$ cat src/rtl/pc_pkg.sv
package pc_pkg;
  // which source feeds the counter register this cycle
  typedef enum logic [2:0] {
    SEL_HOLD  = 3'd0,
    SEL_VEC   = 3'd1,
    SEL_POP   = 3'd2,
    SEL_ABS   = 3'd3,
    SEL_SUM   = 3'd4
  } pc_src_e;
endpackage

$ cat src/rtl/pc_adder.sv
module pc_adder #(
  parameter int PC_W  = 11,
  parameter int OFS_W = 8
) (
  input  logic [PC_W-1:0]  base_i,
  input  logic             rel_sel_i,
  input  logic [OFS_W-1:0] ofs_i,
  output logic [PC_W-1:0]  sum_o
);
  localparam int EXT_W = PC_W - OFS_W;

  logic [PC_W-1:0] opnd;

  // one adder serves both the increment and the relative jump
  always_comb begin
    if (rel_sel_i) opnd = {{EXT_W{ofs_i[OFS_W-1]}}, ofs_i};
    else           opnd = PC_W'(1);
    sum_o = base_i + opnd;
  end
endmodule

$ cat src/rtl/pc_stack.sv
module pc_stack #(
  parameter int PC_W  = 11,
  parameter int DEPTH = 4
) (
  input  logic            clk,
  input  logic            rst_n,
  input  logic            push_i,
  input  logic            pop_i,
  input  logic            err_set_i,
  input  logic [PC_W-1:0] push_data_i,
  output logic [PC_W-1:0] pop_data_o,
  output logic            full_o,
  output logic            empty_o,
  output logic            err_o
);
  localparam int CNT_W = $clog2(DEPTH + 1);

  logic [CNT_W-1:0] cnt_q, cnt_d;
  logic             err_q, err_d;
  logic [PC_W-1:0]  mem_q [DEPTH];

  assign full_o  = (cnt_q == CNT_W'(DEPTH));
  assign empty_o = (cnt_q == '0);
  assign err_o   = err_q;

  always_comb begin
    cnt_d = cnt_q;
    if (push_i)     cnt_d = cnt_q + CNT_W'(1);
    else if (pop_i) cnt_d = cnt_q - CNT_W'(1);
    err_d = err_q | err_set_i;
  end

  always_ff @(posedge clk or negedge rst_n) begin
    if (!rst_n) begin
      cnt_q <= '0;
      err_q <= 1'b0;
    end else begin
      cnt_q <= cnt_d;
      err_q <= err_d;
    end
  end

  for (genvar i = 0; i < DEPTH; i++) begin : g_ent
    logic wr_en;
    assign wr_en = push_i && (cnt_q == CNT_W'(i));
    always_ff @(posedge clk or negedge rst_n) begin
      if (!rst_n)     mem_q[i] <= '0;
      else if (wr_en) mem_q[i] <= push_data_i;
    end
  end

  always_comb begin
    pop_data_o = '0;
    for (int i = 0; i < DEPTH; i++) begin
      if (cnt_q == CNT_W'(i + 1)) pop_data_o = mem_q[i];
    end
  end

  // occupancy never exceeds the depth
  a_r8_cnt_bound: assert property (@(posedge clk) disable iff (!rst_n)
    cnt_q <= CNT_W'(DEPTH));
  // the selector never pushes onto a full stack
  a_r8_no_push_full: assert property (@(posedge clk) disable iff (!rst_n)
    full_o |-> !push_i);
  // the selector never pops an empty stack
  a_r9_no_pop_empty: assert property (@(posedge clk) disable iff (!rst_n)
    empty_o |-> !pop_i);
  // the error flag is sticky
  a_r9_err_sticky: assert property (@(posedge clk) disable iff (!rst_n)
    err_q |=> err_q);
endmodule

$ cat src/rtl/pc_sel.sv
module pc_sel
  import pc_pkg::*;
#(
  parameter int PC_W = 11
) (
  input  logic            fetch_i,
  input  logic            jmp_i,
  input  logic            rel_i,
  input  logic            irq_i,
  input  logic            reti_i,
  input  logic            full_i,
  input  logic            empty_i,
  input  logic [PC_W-1:0] jmp_addr_i,
  input  logic [PC_W-1:0] irq_vec_i,
  input  logic [PC_W-1:0] pop_data_i,
  input  logic [PC_W-1:0] sum_i,
  output logic [PC_W-1:0] pc_d_o,
  output logic            pc_en_o,
  output logic            push_o,
  output logic            pop_o,
  output logic            err_set_o,
  output logic            rel_sel_o
);
  pc_src_e src;

  // fixed priority: interrupt, return, absolute, relative, increment
  always_comb begin
    src       = SEL_HOLD;
    push_o    = 1'b0;
    pop_o     = 1'b0;
    err_set_o = 1'b0;
    rel_sel_o = 1'b0;
    if (irq_i) begin
      if (full_i) err_set_o = 1'b1;
      else begin
        src    = SEL_VEC;
        push_o = 1'b1;
      end
    end else if (reti_i) begin
      if (empty_i) err_set_o = 1'b1;
      else begin
        src   = SEL_POP;
        pop_o = 1'b1;
      end
    end else if (jmp_i) begin
      src = SEL_ABS;
    end else if (rel_i) begin
      src       = SEL_SUM;
      rel_sel_o = 1'b1;
    end else if (fetch_i) begin
      src = SEL_SUM;
    end
  end

  always_comb begin
    pc_en_o = (src != SEL_HOLD);
    unique case (src)
      SEL_VEC: pc_d_o = irq_vec_i;
      SEL_POP: pc_d_o = pop_data_i;
      SEL_ABS: pc_d_o = jmp_addr_i;
      SEL_SUM: pc_d_o = sum_i;
      default: pc_d_o = '0;
    endcase
  end
endmodule

$ cat src/rtl/pc_unit.sv
module pc_unit #(
  parameter int              PC_W      = 11,
  parameter int              OFS_W     = 8,
  parameter int              STK_DEPTH = 4,
  parameter logic [PC_W-1:0] RESET_VEC = '0
) (
  input  logic             clk,
  input  logic             rst_n,
  input  logic             fetch_i,
  input  logic             jmp_i,
  input  logic [PC_W-1:0]  jmp_addr_i,
  input  logic             rel_i,
  input  logic [OFS_W-1:0] rel_ofs_i,
  input  logic             irq_i,
  input  logic [PC_W-1:0]  irq_vec_i,
  input  logic             reti_i,
  output logic [PC_W-1:0]  pc_o,
  output logic             stk_err_o
);
  logic [1:0]      rst_sync_q;
  logic            rst_s;
  logic [PC_W-1:0] pc_q, pc_d, sum, pop_data;
  logic            pc_en, push, pop, err_set, rel_sel, full, empty;

  // asynchronous assertion, synchronous release
  always_ff @(posedge clk or negedge rst_n) begin
    if (!rst_n) rst_sync_q <= 2'b00;
    else        rst_sync_q <= {rst_sync_q[0], 1'b1};
  end
  assign rst_s = rst_sync_q[1];

  pc_adder #(.PC_W(PC_W), .OFS_W(OFS_W)) u_add (
    .base_i(pc_q), .rel_sel_i(rel_sel), .ofs_i(rel_ofs_i), .sum_o(sum)
  );

  pc_stack #(.PC_W(PC_W), .DEPTH(STK_DEPTH)) u_stk (
    .clk(clk), .rst_n(rst_s), .push_i(push), .pop_i(pop),
    .err_set_i(err_set), .push_data_i(pc_q), .pop_data_o(pop_data),
    .full_o(full), .empty_o(empty), .err_o(stk_err_o)
  );

  pc_sel #(.PC_W(PC_W)) u_sel (
    .fetch_i(fetch_i), .jmp_i(jmp_i), .rel_i(rel_i), .irq_i(irq_i),
    .reti_i(reti_i), .full_i(full), .empty_i(empty),
    .jmp_addr_i(jmp_addr_i), .irq_vec_i(irq_vec_i), .pop_data_i(pop_data),
    .sum_i(sum), .pc_d_o(pc_d), .pc_en_o(pc_en), .push_o(push),
    .pop_o(pop), .err_set_o(err_set), .rel_sel_o(rel_sel)
  );

  always_ff @(posedge clk or negedge rst_s) begin
    if (!rst_s)     pc_q <= RESET_VEC;
    else if (pc_en) pc_q <= pc_d;
  end
  assign pc_o = pc_q;

  // interrupt with room loads the vector
  a_r6_irq_vec: assert property (@(posedge clk) disable iff (!rst_s)
    (irq_i && !full) |=> (pc_o == $past(irq_vec_i)));
  // lone fetch advances by one
  a_r2_fetch_inc: assert property (@(posedge clk) disable iff (!rst_s)
    (fetch_i && !jmp_i && !rel_i && !irq_i && !reti_i)
      |=> (pc_o == $past(pc_o) + PC_W'(1)));
  // absolute jump wins below interrupt/return
  a_r3_jmp_load: assert property (@(posedge clk) disable iff (!rst_s)
    (jmp_i && !irq_i && !reti_i) |=> (pc_o == $past(jmp_addr_i)));
  // overflow leaves the counter alone
  a_r8_ovf_hold: assert property (@(posedge clk) disable iff (!rst_s)
    (irq_i && full) |=> $stable(pc_o));
  // underflow leaves the counter alone and flags it
  a_r9_unf_hold: assert property (@(posedge clk) disable iff (!rst_s)
    (reti_i && !irq_i && empty) |=> ($stable(pc_o) && stk_err_o));
  // idle holds
  a_r10_idle: assert property (@(posedge clk) disable iff (!rst_s)
    (!fetch_i && !jmp_i && !rel_i && !irq_i && !reti_i) |=> $stable(pc_o));
endmodule

$ cat config.mk
export PLATFORM = sky130hd
export DESIGN_NAME = pc_unit
export DESIGN_NICKNAME = d
export VERILOG_FILES = /design/src/rtl/pc_pkg.sv /design/src/rtl/pc_adder.sv /design/src/rtl/pc_stack.sv /design/src/rtl/pc_sel.sv /design/src/rtl/pc_unit.sv
export SDC_FILE = /design/constraint.sdc
export NUM_CORES = 1
export LEC_CHECK = 0
export ABC_CLOCK_PERIOD_IN_PS = 2400
export BUFFER_PORTS_ARGS = -buffer_cell sky130_fd_sc_hd__buf_2
export CORE_MARGIN = 2
export CORE_UTILIZATION = 45
export DETAILED_ROUTE_END_ITERATION = 10
export PLACE_DENSITY = 0.65
export RECOVER_POWER = 50
export SETUP_SLACK_MARGIN = 0.4
export SYNTH_ARGS = -nofsm -noshare
export SYNTH_HDL_FRONTEND = slang
export SYNTH_SLANG_ARGS = --single-unit
$ cat constraint.sdc
create_clock -name clk -period 2.4 [get_ports clk]
set_input_delay 0.48 -clock clk [delete_from_list [all_inputs] [get_ports clk]]
set_output_delay 0.48 -clock clk [all_outputs]
set_load 0.005 [all_outputs]
==> results of run 1 <==
area by class of cell:
class                      instances  area [um^2]
clock inverter                     6         63.8
sequential                        61         1530
fill                             691         3300
clock buffer                      10          128
inverter                           6         22.5
multi-input combinational        248         1970
timing repair buffer              82          510
tap                              102          128
timing repair:
action,4_1_cts,5_1_grt
endpoints found under the hold margin,2,0
gates cloned,1,0
hold buffers,1,0
setup buffers,2,1
gates resized for setup,25,12
endpoints found under the setup margin,20,15
pin swaps,11,13
logic make-up after synthesis:
family / Yosys count
simple gates: 90
compound gates: 89
flops: 61
mux: 44
buf+inv: 25
fa+ha+maj: 17
xor+xnor: 7
other cells: 1
final timing paths:
| check | startpoint | end | slack, ns |
|---|---|---|---|
| worst min-delay path | rst_sync_q[0] | rst_sync_q[1] | 0.35 |
| min in group asynchronous | rst_n | rst_sync_q[0] | 0.44 |
| worst min register to register | rst_sync_q[0] | rst_sync_q[1] | 0.35 |
| max in group asynchronous | rst_sync_q[1] | u_stk.cnt_q[0] | 0.46 |
| worst max-delay path | jmp_i | pc_o[10] | 0.25 |
| worst max register to register | pc_o[1] | pc_o[8] | 0.38 |
cell usage in the layout (no fill, tap or decap), drive strengths merged, types with 4 or more instances in the layout:
master  count
clkbuf     13
nand2      45
ha         16
a221o       7
a21oi      16
nand3b      5
a222oi      9
nand2b      4
buf        78
and3        7
o211ai     10
dfrtp      61
o21ai      27
nand3       6
nor2        7
a22oi       6
a211oi      4
inv         6
mux2       40
xnor2       6
mux2i       4
layer usage:
layer  vias up  share of wire [%]  wire length, um  GRT usage, %
li1       1392                  -                -             -
met1      1408                 45             3890          28.1
met2        87                 48             4110          35.1
met3         8                5.8              501          4.77
met4         0               0.89               76          4.98
met5         -                  0                0             0
power breakdown:
part / total, uW / internal (uW) / leakage, uW / switching (uW)
Clock: 887 / 477 / 0.0000923 / 409
Combinational: 1920 / 987 / 0.00109 / 928
Sequential: 1800 / 1460 / 0.000761 / 342
metrics by stage:
step                setup WS, ns  setup TNS, ns
floorplan                 0.0493              0
global placement          -0.118         -0.401
detailed placement        -0.179         -0.706
CTS                        0.280              0
global route              0.0766              0
finish                     0.254              0
worst max-delay path, delay by kind of cell:
family          cells  cell delay, ns
compound gates      4            0.62
xor+xnor            1            0.15
fa+ha+maj           2            0.39
buf+inv             2            0.15
simple gates        4            0.56
state kept, by name (all words and copies together) (netlist names):
signal	count
u_stk.mem_q	44
pc_o	11
u_stk.cnt_q	3
rst_sync_q	2
u_stk.err_o	1
==> impl_metrics.ini, run 1 <==
[finish]
nNetsFinal = 462
fin_util_pct = 56.9
area_growth_pct = 24.3
finish.instance_area_um2 = 4350
stdcell_count = 515
antennaDiodeCount = 0
drive_gt1_share_pct = 41.9

[synth]
synth_top_area_cell = dfrtp_1
synth_top_family_by_area = compound AO/OA/AOI/OAI gates
yosys.area_share.simple_pct = 12.9
synth.ff_latch_count = 61
netlist_top_cells_count = dfrtp_1, nand2_1, mux2_2
synth_most_common_cell = dfrtp_1
synthCells = 334
yosysWarnings = 0
synthAdderAreaFrac_pct = 6.29
ys_types = 49
synthTopCellsByArea = dfrtp_1, mux2_2, ha_1
async_flop_share_pct = 100
synth_edf_count = 0
synth_mux_area_share_pct = 14.0
synth_top_area_share_pct = 43.6
syn_nets = 388
synth_compound_area_share_pct = 17.6
synth_seq_area_share_pct = 43.6
synth_xor_area_share_pct = 1.75
syn-cell-area_um2 = 3500
syn_area_per_cell_um2 = 10.5
ys.flop_type = dfrtp_1

[power_and_ir_drop]
p_per_area_nw_per_um2 = 1060
fin_total_pwr_uw = 4600
ir_worst_vdd_v = 0.000452
leakage_uw = 0.00194

[detailed_routing]
vias = 2895
drc_errors = 0
drtPass1Iterations = 5
avgViaCountPerCell = 5.62
routed_wirelength_mm = 8.58
drtIter0Drc = 141
ant_nets = 0
wl_per_cell_um = 16.7

[sta]
slew_headroom_pct = 18.0
skew_ns = 0.00974
period_needed_ns = 2.15
rsz0062_at_grt = yes
max_freq_mhz = 466
hold_violations = 0
setup_violations = 0
hold_ws_ns = 0.352
maxSlewViolCount = 0
timing.final.crit_share_pct = 89.4
tightest_slew_ns = 1.23

[critical_path]
slowest_delay_ns = 0.26
crit_type = in2reg
cp.required_ns = 2.61
cp-start-kind = input pin
cp_common_cell = o21ai_2
worst-path-max-fanout = 3
crit_slowest_cell = nor3_4
end_kind = register
crit_arrival_ns = 2.35
worstPathCellList = buf_6, nor3_4, and2_4, nand2b_1, ha_2, inv_2, fa_2, nor2b_2, o21ai_2, o21ai_2, a311oi_2, xnor2_1, o211ai_1
reg2regPathDepth = 9

[floorplanning]
num_io_pins = 49
start_util_pct = 45.8
die_w_um = 92.2
rows = 32
die-area_um2 = 8500
coreArea_um2 = 7650
die_y_um = 92.2

[placement]
dp_hpwl_mm = 6.16
placed_cell_area_um2 = 4000
gp_congestion = 0.819
io_buffers = 48
dp_cells = 494

[cts]
cts_max_level = 3
cts_buffers = 9
cts_root_buf = clkbuf_8
cts.sink_count = 61
clock_latency_ns = 0.34
path_clk_slew_ns = 0.07
cts_buffer_depth = 2
cts_tree = yes

[grt]
grt_antenna_before_repair = 0
grt_pass1_wl_mm = 13.9
grt_util_all_layers_pct = 21.1
grt_pass1_vias = 2849
grt_max_degree = 31
overflow = 0

[run_status]
status = finished, final reports clean

[job]
max_cap_viol_count = 0

[min_path]
hold_depth = 0
hp-class = reg2reg
Note: power is estimated with default switching activity, not from simulation.
==> inputs of run 2 (changes only) <==
- PLACE_DENSITY: 0.65 -> unset
- PLACE_DENSITY_LB_ADDON: unset -> 0.05
- SLEW_MARGIN: unset -> 25
- SYNTH_HIERARCHICAL: unset -> 1
==> run 2 against run 1 <==
Net effect:
- the run now ends with setup timing left
- final cell count shrank 1.4%
- first-iteration DRC count down 7.8%
- clock power is 15% higher
- design area is 11% higher
- via count decreased by 3.5%
- worst setup slack worse by 0.35 ns
- non-clock buffer count is 24 higher
- clock skew is 0.0020 ns higher
- fmax is 14% lower
- critical path type unchanged
- critical endpoint is now pc_o[8]
- largest power group unchanged
==> impl_metrics.ini, run 2 <==
[grt]
grt_pass1_vias = 2845
grt_pass1_wl_mm = 14.8
grt_max_degree = 27
grt_antenna_before_repair = 0
grt_util_all_layers_pct = 22.7
overflow = 0

[detailed_routing]
wl_per_cell_um = 18.3
drtIter0Drc = 130
drtPass1Iterations = 4
routed_wirelength_mm = 9.30
avgViaCountPerCell = 5.50
vias = 2794
drc_errors = 0
ant_nets = 0

[floorplanning]
num_io_pins = 49
coreArea_um2 = 7650
die_w_um = 92.6
die_y_um = 92.6
rows = 32
start_util_pct = 46.1
die-area_um2 = 8570

[critical_path]
slowest_delay_ns = 0.31
reg2regPathDepth = 10
cp-start-kind = input pin
worst-path-max-fanout = 8
reg2reg_to = pc_o[8]
crit_type = in2reg
crit_arrival_ns = 2.70
worstPathCellList = buf_6, nor4b_4, buf_6, nand2b_4, ha_4, inv_2, fa_2, nand2b_4, a21oi_4, nor3_2, a21oi_1, xor2_1, a221o_1, mux2_4
end_kind = register
r2r_slack_ns = 0.09
crit_slowest_cell = a221o_1
cp.required_ns = 2.61
timing.rr.start = pc_o[0]

[min_path]
min_to = rst_sync_q[1]
holdCritStartpoint = rst_sync_q[0]
hold_depth = 0
hp-class = reg2reg

[synth]
ys_types = 44
syn-cell-area_um2 = 3530
syn_area_per_cell_um2 = 11.8
synth_top_area_cell = dfrtp_1
synth_top_area_share_pct = 43.3
netlist_top_cells_count = dfrtp_1, mux2_2, nor2_1
async_flop_share_pct = 100
synthCells = 298
synth.ff_latch_count = 61
ys.flop_type = dfrtp_1
synthTopCellsByArea = dfrtp_1, mux2_2, ha_1
syn_nets = 352
synth_seq_area_share_pct = 43.3
synth_edf_count = 0
synth_most_common_cell = dfrtp_1
yosysWarnings = 6

[sta]
timing.final.crit_share_pct = 104
hold_violations = 0
setup_violations = 5
period_needed_ns = 2.50
skew_ns = 0.0117
slew_headroom_pct = 27.9
fin_setup_tns_ns = -0.247
rsz0062_at_grt = yes
layout_setup_ws_ns = -0.0961
hold_ws_ns = 0.354
max_freq_mhz = 401
maxSlewViolCount = 0
tightest_slew_ns = 1.08

[run_status]
status = complete, but fails checks
violations = setup timing

[power_and_ir_drop]
leakage_uw = 0.00226
fin_total_pwr_uw = 5610
p_per_area_nw_per_um2 = 1170
ir_worst_vdd_v = 0.000460

[placement]
dp_slack_ns = -0.469
gp_congestion = 0.858
io_buffers = 48
dp_hpwl_mm = 6.67

[finish]
layout_commonest_cell = dfrtp_1
largest_reg_flops = 44
nFillCells = 622
area_growth_pct = 36.4
mostFrequentLayoutCells = dfrtp_1, buf_4, buf_2, mux2_2, nor2_1
top_register = u_stk/mem_q
nNetsFinal = 455
drive_gt1_share_pct = 56.2
antennaDiodeCount = 0

[cts]
clock_latency_ns = 0.33
cts_max_level = 3
cts_root_buf = clkbuf_8
cts_tree = yes
cts_buffer_depth = 2
cts_buffers = 9
cts.sink_count = 61
path_clk_slew_ns = 0.07

[job]
max_cap_viol_count = 0
run 2: cell count changes after synthesis, sizes merged, moves of 7 or more:
cell    previous run  this run
a32o               0        11
clkbuf            10         3
mux2              40        55
nand2             45        16
nor2               7        17
o211ai            10         0
o21ai             27         2
run 2: power breakdown:
part	internal, uW	total, uW	switching, uW
logic	1510	2740	1240
registers	1480	1840	360
clock network	615	1020	409
total	3600	5610	2010
run 2: per-stage QoR:
step,util (%),cell area [um^2],instances
5_1_grt,62.9,4810,508
2_1_floorplan,-,3620,298
4_1_cts,60.7,4640,506
3_5_place_dp,55.1,4210,479
6_report,62.9,4810,508
3_3_place_gp,55.1,4210,479
run 2: logic make-up after synthesis:
group | synth area share, %
simple gates | 9.75
compound gates | 14.3
flops | 43.3
mux | 18.9
buf+inv | 4.43
fa+ha+maj | 6.24
xor+xnor | 2.98
other cells | 0.106
run 2: final cells by class:
class | instances | area (um^2) | area share, %
Sequential cell | 61 | 1530 | 31.7
Clock buffer | 11 | 141 | 2.94
Tap cell | 102 | 128 | 2.65
Multi-Input combinational cell | 211 | 2180 | 45.3
Inverter | 12 | 45.0 | 0.936
Timing Repair Buffer | 106 | 708 | 14.7
Clock inverter | 5 | 83.8 | 1.74
run 2: routing by layer:
metal,global-route usage [%],wire length (um),part of all wire (%)
met4,7.71,124,1.3
met2,36.3,4520,49
met5,0,0,0
met3,3.25,323,3.5
met1,31.8,4340,47
run 2: how the worst max path moves through the flow:
| stage | endpoint | slack, ns | from | cells after the start |
|---|---|---|---|---|
| finish | pc_o[8] | -0.1 | jmp_i | 14 |
| global route | pc_o[8] | -0.20 | jmp_i | 14 |
| CTS | pc_o[8] | -0.06 | jmp_i | 14 |
| detailed placement | pc_o[10] | -0.47 | rel_i | 14 |
| global placement | pc_o[8] | -0.41 | rel_i | 14 |
| floorplan | pc_o[8] | -0.21 | jmp_i | 12 |
run 2: timing repair:
action / CTS / global route
gates resized for setup: 29 / 27
hold endpoints to repair: 2 / 0
hold buffers: 1 / 0
pin swaps: 18 / 12
setup buffers: 9 / 2
endpoints found under the setup margin: 55 / 56
cloned: 1 / 0
run 2: critical path, delay by kind of cell:
family | cells | cell delay [ns]
AO/OA/AOI/OAI | 3 | 0.48
multiplexers | 1 | 0.25
adder cells (fa/ha/maj) | 2 | 0.37
XOR/XNOR | 1 | 0.14
buffers and inverters | 3 | 0.35
AND/OR/NAND/NOR | 4 | 0.63
==> inputs of run 3 (changes only) <==
- CORE_MARGIN: 2 -> unset
==> run 3 against run 2 <==
Net effect:
- the flow still finishes with violations (setup timing)
- sequential share of layout area up 0.34 points
- count of clock-buffer cells in the layout down 1
- final cell count down 2.6%
- worst setup slack better by 0.041 ns
- global-route usage up 0.66 points
- non-clock buffer count down 10
- fmax up 1.7%
- wire length down 2.8%
- via count down 2.4%
- clock skew down 0.0023 ns
==> impl_metrics.ini, run 3 (same netlist as run 2, synthesis figures left out) <==
[run_status]
status = complete, but fails checks
violations = setup timing

[finish]
stdcell_count = 495
layout_commonest_cell = dfrtp_1
top_register = u_stk/mem_q
area_growth_pct = 35.2
largest_reg_flops = 44
drive_gt1_share_pct = 56.3
fin_util_pct = 64.4
nNetsFinal = 445
finish.instance_area_um2 = 4770
antennaDiodeCount = 0
mostFrequentLayoutCells = dfrtp_1, mux2_2, buf_2, buf_4, nor2_1

[grt]
grt_pass1_wl_mm = 14.6
grt_pass1_vias = 2842
grt_antenna_before_repair = 0
overflow = 0
grt_max_degree = 60
grt_util_all_layers_pct = 23.4

[power_and_ir_drop]
p_per_area_nw_per_um2 = 1130
ir_worst_vdd_v = 0.000463
fin_total_pwr_uw = 5410
leakage_uw = 0.00225

[cts]
path_clk_slew_ns = 0.07
clock_latency_ns = 0.34
cts_tree = yes
cts_buffer_depth = 2
cts_max_level = 3
cts.sink_count = 61
cts_buffers = 9
cts_root_buf = clkbuf_8

[detailed_routing]
drtIter0Drc = 155
drtPass1Iterations = 5
avgViaCountPerCell = 5.51
routed_wirelength_mm = 9.03
wl_per_cell_um = 18.3
drc_errors = 0
ant_nets = 0
vias = 2727

[sta]
layout_setup_ws_ns = -0.0554
rsz0062_at_grt = yes
skew_ns = 0.00948
maxSlewViolCount = 0
max_freq_mhz = 407
tightest_slew_ns = 1.45
hold_violations = 0
setup_violations = 5
timing.final.crit_share_pct = 102
slew_headroom_pct = 3.19
period_needed_ns = 2.46

[critical_path]
timing.rr.start = pc_o[0]
cp_common_cell = buf_6
reg2regPathDepth = 10
reg2reg_to = pc_o[6]
path_buf_inv = 2
crit_slowest_cell = a221o_1
slowest_delay_ns = 0.34
end_kind = register
worstPathCellList = buf_6, nor4b_4, buf_6, and2_1, ha_4, nand3_2, o2111ai_2, a21o_1, a21oi_2, xnor2_1, a221o_1, mux2_4
crit_arrival_ns = 2.68
crit_type = in2reg
r2r_slack_ns = 0.11
worst-path-max-fanout = 8
cp.required_ns = 2.62
cp_top_family = compound AO/OA/AOI/OAI gates
cp-start-kind = input pin

[placement]
placed_cell_area_um2 = 4200
dp_hpwl_mm = 6.39
io_buffers = 48
gp_congestion = 0.816
dp_cells = 469

[min_path]
holdCritStartpoint = rst_sync_q[0]
hold_depth = 0
min_to = rst_sync_q[1]
hp-class = reg2reg

[job]
max_cap_viol_count = 0

[floorplanning]
rows = 31
die_y_um = 90.6
num_io_pins = 49
die_w_um = 90.6
start_util_pct = 47.6
die-area_um2 = 8200
coreArea_um2 = 7410
-- run 3: cell types whose count changed in the layout (fill, tap and decap cells not counted), moves of 3 or more --
cell | before | now
buf_4 | 50 | 34
clkinv_2 | 0 | 3
buf_12 | 0 | 4
ha_2 | 3 | 0
-- run 3: layout make-up --
class                   count  area [um^2]
clock buffers              10          138
clock inverters             6         38.8
fillers                   597         2640
inverters                  12         47.5
multi-input cells         211         2180
flip-flops and latches     61         1530
well taps                  99          124
repair buffers             96          711
-- run 3: power by group --
| part | internal (uW) | total [uW] | switching, uW |
|---|---|---|---|
| registers | 1480 | 1850 | 368 |
| logic | 1520 | 2750 | 1230 |
| clock network | 398 | 812 | 414 |
-- run 3: layer usage --
metal  track usage [%]  vias to the layer above  share of wire, %
met3              3.54                        6               4.2
met4              8.47                        0              0.84
met5                 0                        -                 0
met1              32.7                     1359                47
met2              36.7                       60                48
li1                  -                     1302                 -
-- run 3: metrics by stage --
step / setup slack [ns] / hold WS, ns / setup TNS [ns]
floorplan: -0.206 / 0.184 / -0.734
global placement: -0.490 / 0.265 / -3.19
detailed placement: -0.551 / 0.268 / -3.71
CTS: -0.0540 / 0.361 / -0.0712
global route: -0.139 / 0.381 / -0.667
finish: -0.0554 / 0.354 / -0.140
-- run 3: how the worst max path moves through the flow --
stage | from | endpoint | depth (start not counted)
floorplan | jmp_i | pc_o[8] | 12
global placement | jmp_i | pc_o[10] | 11
detailed placement | jmp_i | pc_o[10] | 11
CTS | reti_i | pc_o[7] | 13
global route | reti_i | pc_o[8] | 14
finish | reti_i | pc_o[7] | 12
-- run 3: what timing repair did --
item	CTS	global route
pin swaps	21	18
hold endpoints to repair	2	0
resized for setup	40	24
setup endpoints to repair	53	40
cloned	1	0
buffers inserted	5	3
hold buffers	1	0
